## src/rtl/wp_cmd_pkg.sv

```systemverilog
package wp_cmd_pkg;
  localparam int ADDR_W = 15;
  localparam int DATA_W = 8;

  localparam logic [ADDR_W-1:0] KEY_ADDR_HI = 15'h5555;
  localparam logic [ADDR_W-1:0] KEY_ADDR_LO = 15'h2AAA;

  localparam logic [DATA_W-1:0] KEY_FIRST  = 8'hAA;
  localparam logic [DATA_W-1:0] KEY_SECOND = 8'h55;
  localparam logic [DATA_W-1:0] KEY_UNLOCK = 8'hA0;
  localparam logic [DATA_W-1:0] KEY_EXTEND = 8'h80;
  localparam logic [DATA_W-1:0] KEY_FREE   = 8'h20;

  typedef enum logic [2:0] {
    ST_IDLE, ST_K1, ST_K2, ST_K3, ST_K4, ST_K5, ST_AUTH
  } step_e;

  // control -> datapath
  typedef struct packed {
    logic idleRestart;
    logic idleRun;
    logic busyStart;
    logic busyRun;
  } strobe_t;

  // datapath -> control: pattern hits on the current bus byte
  typedef struct packed {
    logic first;
    logic second;
    logic unlock;
    logic extend;
    logic free;
  } hit_t;
endpackage

```

## src/rtl/wp_cmd_dpath.sv

```systemverilog
module wp_cmd_dpath
  import wp_cmd_pkg::*;
#(
  parameter int LOAD_TIMEOUT = 16,
  parameter int WRITE_CYCLES = 32
) (
  input  logic              clk,
  input  logic              rstN,
  input  logic [ADDR_W-1:0] wrAddr,
  input  logic [DATA_W-1:0] wrData,
  input  strobe_t           strobes,
  output hit_t              hits,
  output logic              idleExpired,
  output logic              busyDone
);
  localparam int IDLE_W = (LOAD_TIMEOUT > 1) ? $clog2(LOAD_TIMEOUT) : 1;
  localparam int BUSY_W = (WRITE_CYCLES > 1) ? $clog2(WRITE_CYCLES) : 1;
  localparam logic [IDLE_W-1:0] IDLE_LAST = IDLE_W'(LOAD_TIMEOUT - 1);
  localparam logic [BUSY_W-1:0] BUSY_LAST = BUSY_W'(WRITE_CYCLES - 1);

  logic [IDLE_W-1:0] idleCnt;
  logic [BUSY_W-1:0] busyCnt;

  logic atHi, atLo;
  assign atHi = (wrAddr == KEY_ADDR_HI);
  assign atLo = (wrAddr == KEY_ADDR_LO);

  assign hits.first  = atHi && (wrData == KEY_FIRST);
  assign hits.second = atLo && (wrData == KEY_SECOND);
  assign hits.unlock = atHi && (wrData == KEY_UNLOCK);
  assign hits.extend = atHi && (wrData == KEY_EXTEND);
  assign hits.free   = atHi && (wrData == KEY_FREE);

  always_ff @(posedge clk) begin
    if (!rstN) begin
      idleCnt <= '0;
      busyCnt <= '0;
    end else begin
      if (strobes.idleRestart)  idleCnt <= '0;
      else if (strobes.idleRun) idleCnt <= idleCnt + 1'b1;
      if (strobes.busyStart)    busyCnt <= '0;
      else if (strobes.busyRun) busyCnt <= busyCnt + 1'b1;
    end
  end

  assign idleExpired = (idleCnt == IDLE_LAST);
  assign busyDone    = (busyCnt == BUSY_LAST);


  idle_restart_chk: assert property (@(posedge clk) disable iff (!rstN)
    strobes.idleRestart |=> idleCnt == '0);

  busy_clear_chk: assert property (@(posedge clk) disable iff (!rstN)
    strobes.busyStart |=> busyCnt == '0);
endmodule

```

## src/rtl/wp_cmd_ctrl.sv

```systemverilog
module wp_cmd_ctrl
  import wp_cmd_pkg::*;
(
  input  logic    clk,
  input  logic    rstN,
  input  logic    wrValid,
  input  hit_t    hits,
  input  logic    idleExpired,
  input  logic    busyDone,
  output strobe_t strobes,
  output logic    commitOk,
  output logic    swallow,
  output logic    protectOn,
  output logic    busy
);
  step_e stepQ, stepNext;
  logic  winQ, busyQ, protectQ, pendLock, pendFree;
  logic  accept, match, closeWin, doneLock, doneFree;

  assign accept   = wrValid && !busyQ;
  assign closeWin = winQ && !accept && idleExpired;

  always_comb begin
    match    = 1'b0;
    stepNext = ST_IDLE;
    doneLock = 1'b0;
    doneFree = 1'b0;
    unique case (stepQ)
      ST_IDLE: begin match = hits.first;  stepNext = hits.first  ? ST_K1 : ST_IDLE; end
      ST_K1:   begin match = hits.second; stepNext = hits.second ? ST_K2 : ST_IDLE; end
      ST_K2: begin
        match    = hits.unlock || hits.extend;
        doneLock = hits.unlock;
        stepNext = hits.unlock ? ST_AUTH : (hits.extend ? ST_K3 : ST_IDLE);
      end
      ST_K3:   begin match = hits.first;  stepNext = hits.first  ? ST_K4 : ST_IDLE; end
      ST_K4:   begin match = hits.second; stepNext = hits.second ? ST_K5 : ST_IDLE; end
      ST_K5: begin
        match    = hits.free;
        doneFree = hits.free;
        stepNext = hits.free ? ST_AUTH : ST_IDLE;
      end
      default: begin match = 1'b0; stepNext = ST_AUTH; end
    endcase
  end

  assign swallow  = accept && match;
  assign commitOk = accept && !match && (!protectQ || stepQ == ST_AUTH);

  assign strobes.idleRestart = accept;
  assign strobes.idleRun     = winQ && !accept;
  assign strobes.busyStart   = closeWin;
  assign strobes.busyRun     = busyQ;

  always_ff @(posedge clk) begin
    if (!rstN) begin
      stepQ    <= ST_IDLE;
      winQ     <= 1'b0;
      busyQ    <= 1'b0;
      protectQ <= 1'b0;
      pendLock <= 1'b0;
      pendFree <= 1'b0;
    end else begin
      if (accept) begin
        winQ  <= 1'b1;
        stepQ <= stepNext;
        if (doneLock) pendLock <= 1'b1;
        if (doneFree) pendFree <= 1'b1;
      end else if (closeWin) begin
        winQ  <= 1'b0;
        busyQ <= 1'b1;
        stepQ <= ST_IDLE;
      end
      if (busyQ && busyDone) begin
        busyQ <= 1'b0;
        if (pendLock)      protectQ <= 1'b1;
        else if (pendFree) protectQ <= 1'b0;
        pendLock <= 1'b0;
        pendFree <= 1'b0;
      end
    end
  end

  assign protectOn = protectQ;
  assign busy      = busyQ;


  protect_edge_chk: assert property (@(posedge clk) disable iff (!rstN)
    !$stable(protectQ) |-> ($past(busyQ) && !busyQ));

  busy_after_window_chk: assert property (@(posedge clk) disable iff (!rstN)
    $rose(busyQ) |-> $past(winQ));

  quiet_in_busy_chk: assert property (@(posedge clk) disable iff (!rstN)
    busyQ |-> (!commitOk && !swallow));

  step_hold_busy_chk: assert property (@(posedge clk) disable iff (!rstN)
    ($past(busyQ) && busyQ) |-> $stable(stepQ));
endmodule

```

## src/rtl/wp_cmd_detect.sv

```systemverilog
module wp_cmd_detect
  import wp_cmd_pkg::*;
#(
  parameter int LOAD_TIMEOUT = 16,
  parameter int WRITE_CYCLES = 32
) (
  input  logic        clk,
  input  logic        rstN,
  input  logic        wrValid,
  input  logic [14:0] wrAddr,
  input  logic [7:0]  wrData,
  output logic        commitOk,
  output logic        swallow,
  output logic        protectOn,
  output logic        busy
);
  strobe_t strobes;
  hit_t    hits;
  logic    idleExpired, busyDone;

  wp_cmd_dpath #(.LOAD_TIMEOUT(LOAD_TIMEOUT), .WRITE_CYCLES(WRITE_CYCLES)) dpath (
    .clk(clk), .rstN(rstN), .wrAddr(wrAddr), .wrData(wrData),
    .strobes(strobes), .hits(hits), .idleExpired(idleExpired), .busyDone(busyDone)
  );

  wp_cmd_ctrl ctrl (
    .clk(clk), .rstN(rstN), .wrValid(wrValid), .hits(hits),
    .idleExpired(idleExpired), .busyDone(busyDone), .strobes(strobes),
    .commitOk(commitOk), .swallow(swallow), .protectOn(protectOn), .busy(busy)
  );
endmodule

```

## config.mk

```make
export PLATFORM = sky130hd
export DESIGN_NAME = wp_cmd_detect
export DESIGN_NICKNAME = d
export VERILOG_FILES = /design/src/rtl/wp_cmd_pkg.sv /design/src/rtl/wp_cmd_dpath.sv /design/src/rtl/wp_cmd_ctrl.sv /design/src/rtl/wp_cmd_detect.sv
export SDC_FILE = /design/constraint.sdc
export NUM_CORES = 1
export LEC_CHECK = 0
export BUFFER_PORTS_ARGS = -buffer_cell sky130_fd_sc_hd__buf_2
export CORE_UTILIZATION = 45
export DETAILED_ROUTE_END_ITERATION = 16
export MAX_ROUTING_LAYER = met4
export PLACE_DENSITY_LB_ADDON = 0.15
export SLEW_MARGIN = 15
export SYNTH_ARGS = -nofsm -noshare
export SYNTH_HDL_FRONTEND = slang
export SYNTH_SLANG_ARGS = --single-unit
```

## constraint.sdc

```tcl
create_clock -name clk -period 1.5 [get_ports clk]
set_input_delay 0.075 -clock clk [delete_from_list [all_inputs] [get_ports clk]]
set_output_delay 0.075 -clock clk [all_outputs]
set_load 0.02 [all_outputs]
```

==> metrics.txt <==
Max Fclk=560 MHz; Layout area overhead=33.6%; TritonCTS clock tree=yes; MaxCap Viol Count=0; DRC errors left=0; clock-pin slew on the worst setup and hold paths=100 ps; Synth Warn #=0; final critical-path share of the clock period=1.19; reg2reg setup slack=80 ps; Mapped Cells=121; Lkg Pwr=0.634 nW; CTS HTree Levels=1; worst rel slew slack=0.748; Hold Path Class=in2reg; # IOs=30; port bufs=29; Worst Setup SP=ctrl.stepQ[1]; worst path arrival time=1710 ps; Worst VDD drop=507 uV; asr flop ratio synth=0; number of routed nets with antenna violations=0; Cell Rows=17; synth cell count leaders=17 x dfxtp_1, 16 x nor2_1, 10 x nand2_1, 8 x nand4_1, 6 x xor2_1; total core area=0.00223 mm2; ANT cells=0; final setup vio count=2; critical-path cell list=and4bb_1 > a21oi_2 > o32ai_2 > a22o_1 > a211oi_4 > buf_6; critical path class=reg2out; initial antenna violation count=0; post-synthesis sequential area ratio=0.317; Nets=198; hold buffer count at CTS=0; chip height=50.9 um; wire per inst=13.2 um; startpoint class of the critical path=flop; slowest CP cell=dfxtp_2; CP Max Fanout=5; DP Area=0.00133 mm2; 1st-iter DRT viols=16; DPL Wire Length=2.02 mm; syn_nets=150; Avg Cell Area, Syn=8.88 um2; Most used DFF post-synth=dfxtp_1; clock latency on the worst-skew pair=280 ps; clk root buf=clkbuf_4; min cycle time layout=1780 ps; Final Instance Area=0.00144 mm2; reg2reg start=ctrl.stepQ[1]; width of the die=50.9 um; CP Data Required Time=1420 ps; Initial Util=0.481; first-pass GRT wire length=4.52 mm; Final Skew=3.49 ps; drt pass-1 iters=4; count of cell types in the netlist=47; ranking of synthesized cells by area=dfxtp_1 32%, nor2_1 5.6%, xor2_1 4.9%, nand4_1 4.7%, mux2i_1 3.7%; vias in the first global route=1125; Mapped Area=0.00107 mm2; number of synthesized register bits=17; total global-route track usage=0.236; Reg-to-Reg End=ctrl.stepQ[1]; slew at the pin closest to its max-slew limit=378 ps; Routed WL=2.59 mm; Routability Congestion=0.866; CTS Buffer Depth=2; DR vias/cell=5.51; cells on worst reg2reg path=6; CP endpoint kind=output pin; clock sink count=17; final count of hold timing violations=0; most common cell in the netlist=dfxtp_1; PwrDens=562 mW/mm2; crit path to=commitOk; Largest stage delay, worst path=380 ps; TritonCTS Buffers=3; failing checks=negative setup slack; setup ws final=-285 ps; die area=0.00259 mm2; Fillers=214; top cell type's share of synthesized area=0.317; Final Slew Violations=0; RSZ-0062 raised after global routing=yes; Post-synth EDFFs=0; largest net degree at the start of global routing=12; share of cells above drive strength 1=0.405; largest area contributor in the netlist=dfxtp_1; status=finished with violations; Final Power=0.808 mW; Via Count=1079; GRT overflow=0
worst min-delay path by stage:
stage                     start             to  slack, ps  depth (start not counted)
after floorplan            rstN      ctrl.busy        290                          2
after global placement     rstN      ctrl.busy        390                          2
after detailed placement   rstN  ctrl.stepQ[0]        400                          3
after CTS                  rstN  ctrl.stepQ[0]         70                          3
after global routing       rstN      ctrl.busy         90                          2
final                      rstN  ctrl.stepQ[0]         80                          3
worst max-delay path: cells and delay by family, from the launching register on:
| family | cells | cell delay [ps] |
|---|---|---|
| buffers and inverters | 1 | 140 |
| AO/OA/AOI/OAI | 4 | 680 |
| AND/OR/NAND/NOR | 1 | 220 |
| flip-flops | 1 | 380 |
state kept, by name, summed over array words and instances, names as in the netlist:
| register | count |
|---|---|
| dpath.busyCnt | 5 |
| ctrl.winQ | 1 |
| ctrl.pendLock | 1 |
| ctrl.busy | 1 |
| dpath.idleCnt | 4 |
| ctrl.pendFree | 1 |
| ctrl.stepQ | 3 |
| ctrl.protectOn | 1 |
cell families after synthesis:
family / synth area share
fa+ha+maj: 0.0349
mux: 0.0373
simple gates: 0.363
compound gates: 0.133
flops: 0.317
xor+xnor: 0.0652
buf+inv: 0.0500
power breakdown:
part | internal, mW | leakage, nW | switching [mW]
sequential | 0.453 | 0.139 | 0.00250
combinational | 0.0579 | 0.477 | 0.0545
clock | 0.0990 | 0.0177 | 0.141
total | 0.610 | 0.634 | 0.198
layer usage:
layer | GRT usage | part of all wire
met5 | - | 0
met4 | 0.0972 | 0.021
met3 | 0.0387 | 0.025
met1 | 0.231 | 0.42
met2 | 0.456 | 0.53
metrics by stage:
stage | setup TNS (ps) | setup slack [ps] | instances | util | hold WS, ps
2_1_floorplan | 0 | 18.3 | 121 | - | 290
3_3_place_gp | 0 | 10.6 | 188 | 0.597 | 392
3_5_place_dp | -59.5 | -42.4 | 188 | 0.597 | 396
4_1_cts | -705 | -278 | 198 | 0.648 | 73.8
5_1_grt | -678 | -340 | 196 | 0.643 | 94.9
6_report | -570 | -285 | 196 | 0.643 | 77.7
placed cells by master, fill, tap and decap left out, types with 3 or more instances in the layout:
cell type / n
buf_2: 27
buf_4: 19
nor2_1: 15
dfxtp_1: 14
nand2_1: 10
nand4_1: 8
xor2_1: 5
nor2b_1: 4
nor4bb_1: 4
mux2i_1: 4
and4bb_1: 3
nand3_1: 3
nor3_1: 3
ha_1: 3
clkbuf_4: 3
buf_6: 3
area by class of cell:
class	instances	area, um2	area share
multi-input cells	97	712	0.496
flip-flops and latches	17	347	0.241
repair buffers	49	312	0.217
well taps	28	35.0	0.0244
clock buffers	3	22.5	0.0157
clock inverters	1	5.00	0.00348
inverters	1	3.75	0.00261
what timing repair did:
item	4_1_cts	5_1_grt
setup endpoints to repair	2	3
setup buffers	6	1
pin swaps	5	2
gates resized for setup	12	2
Power figures use the tool's default switching activity.
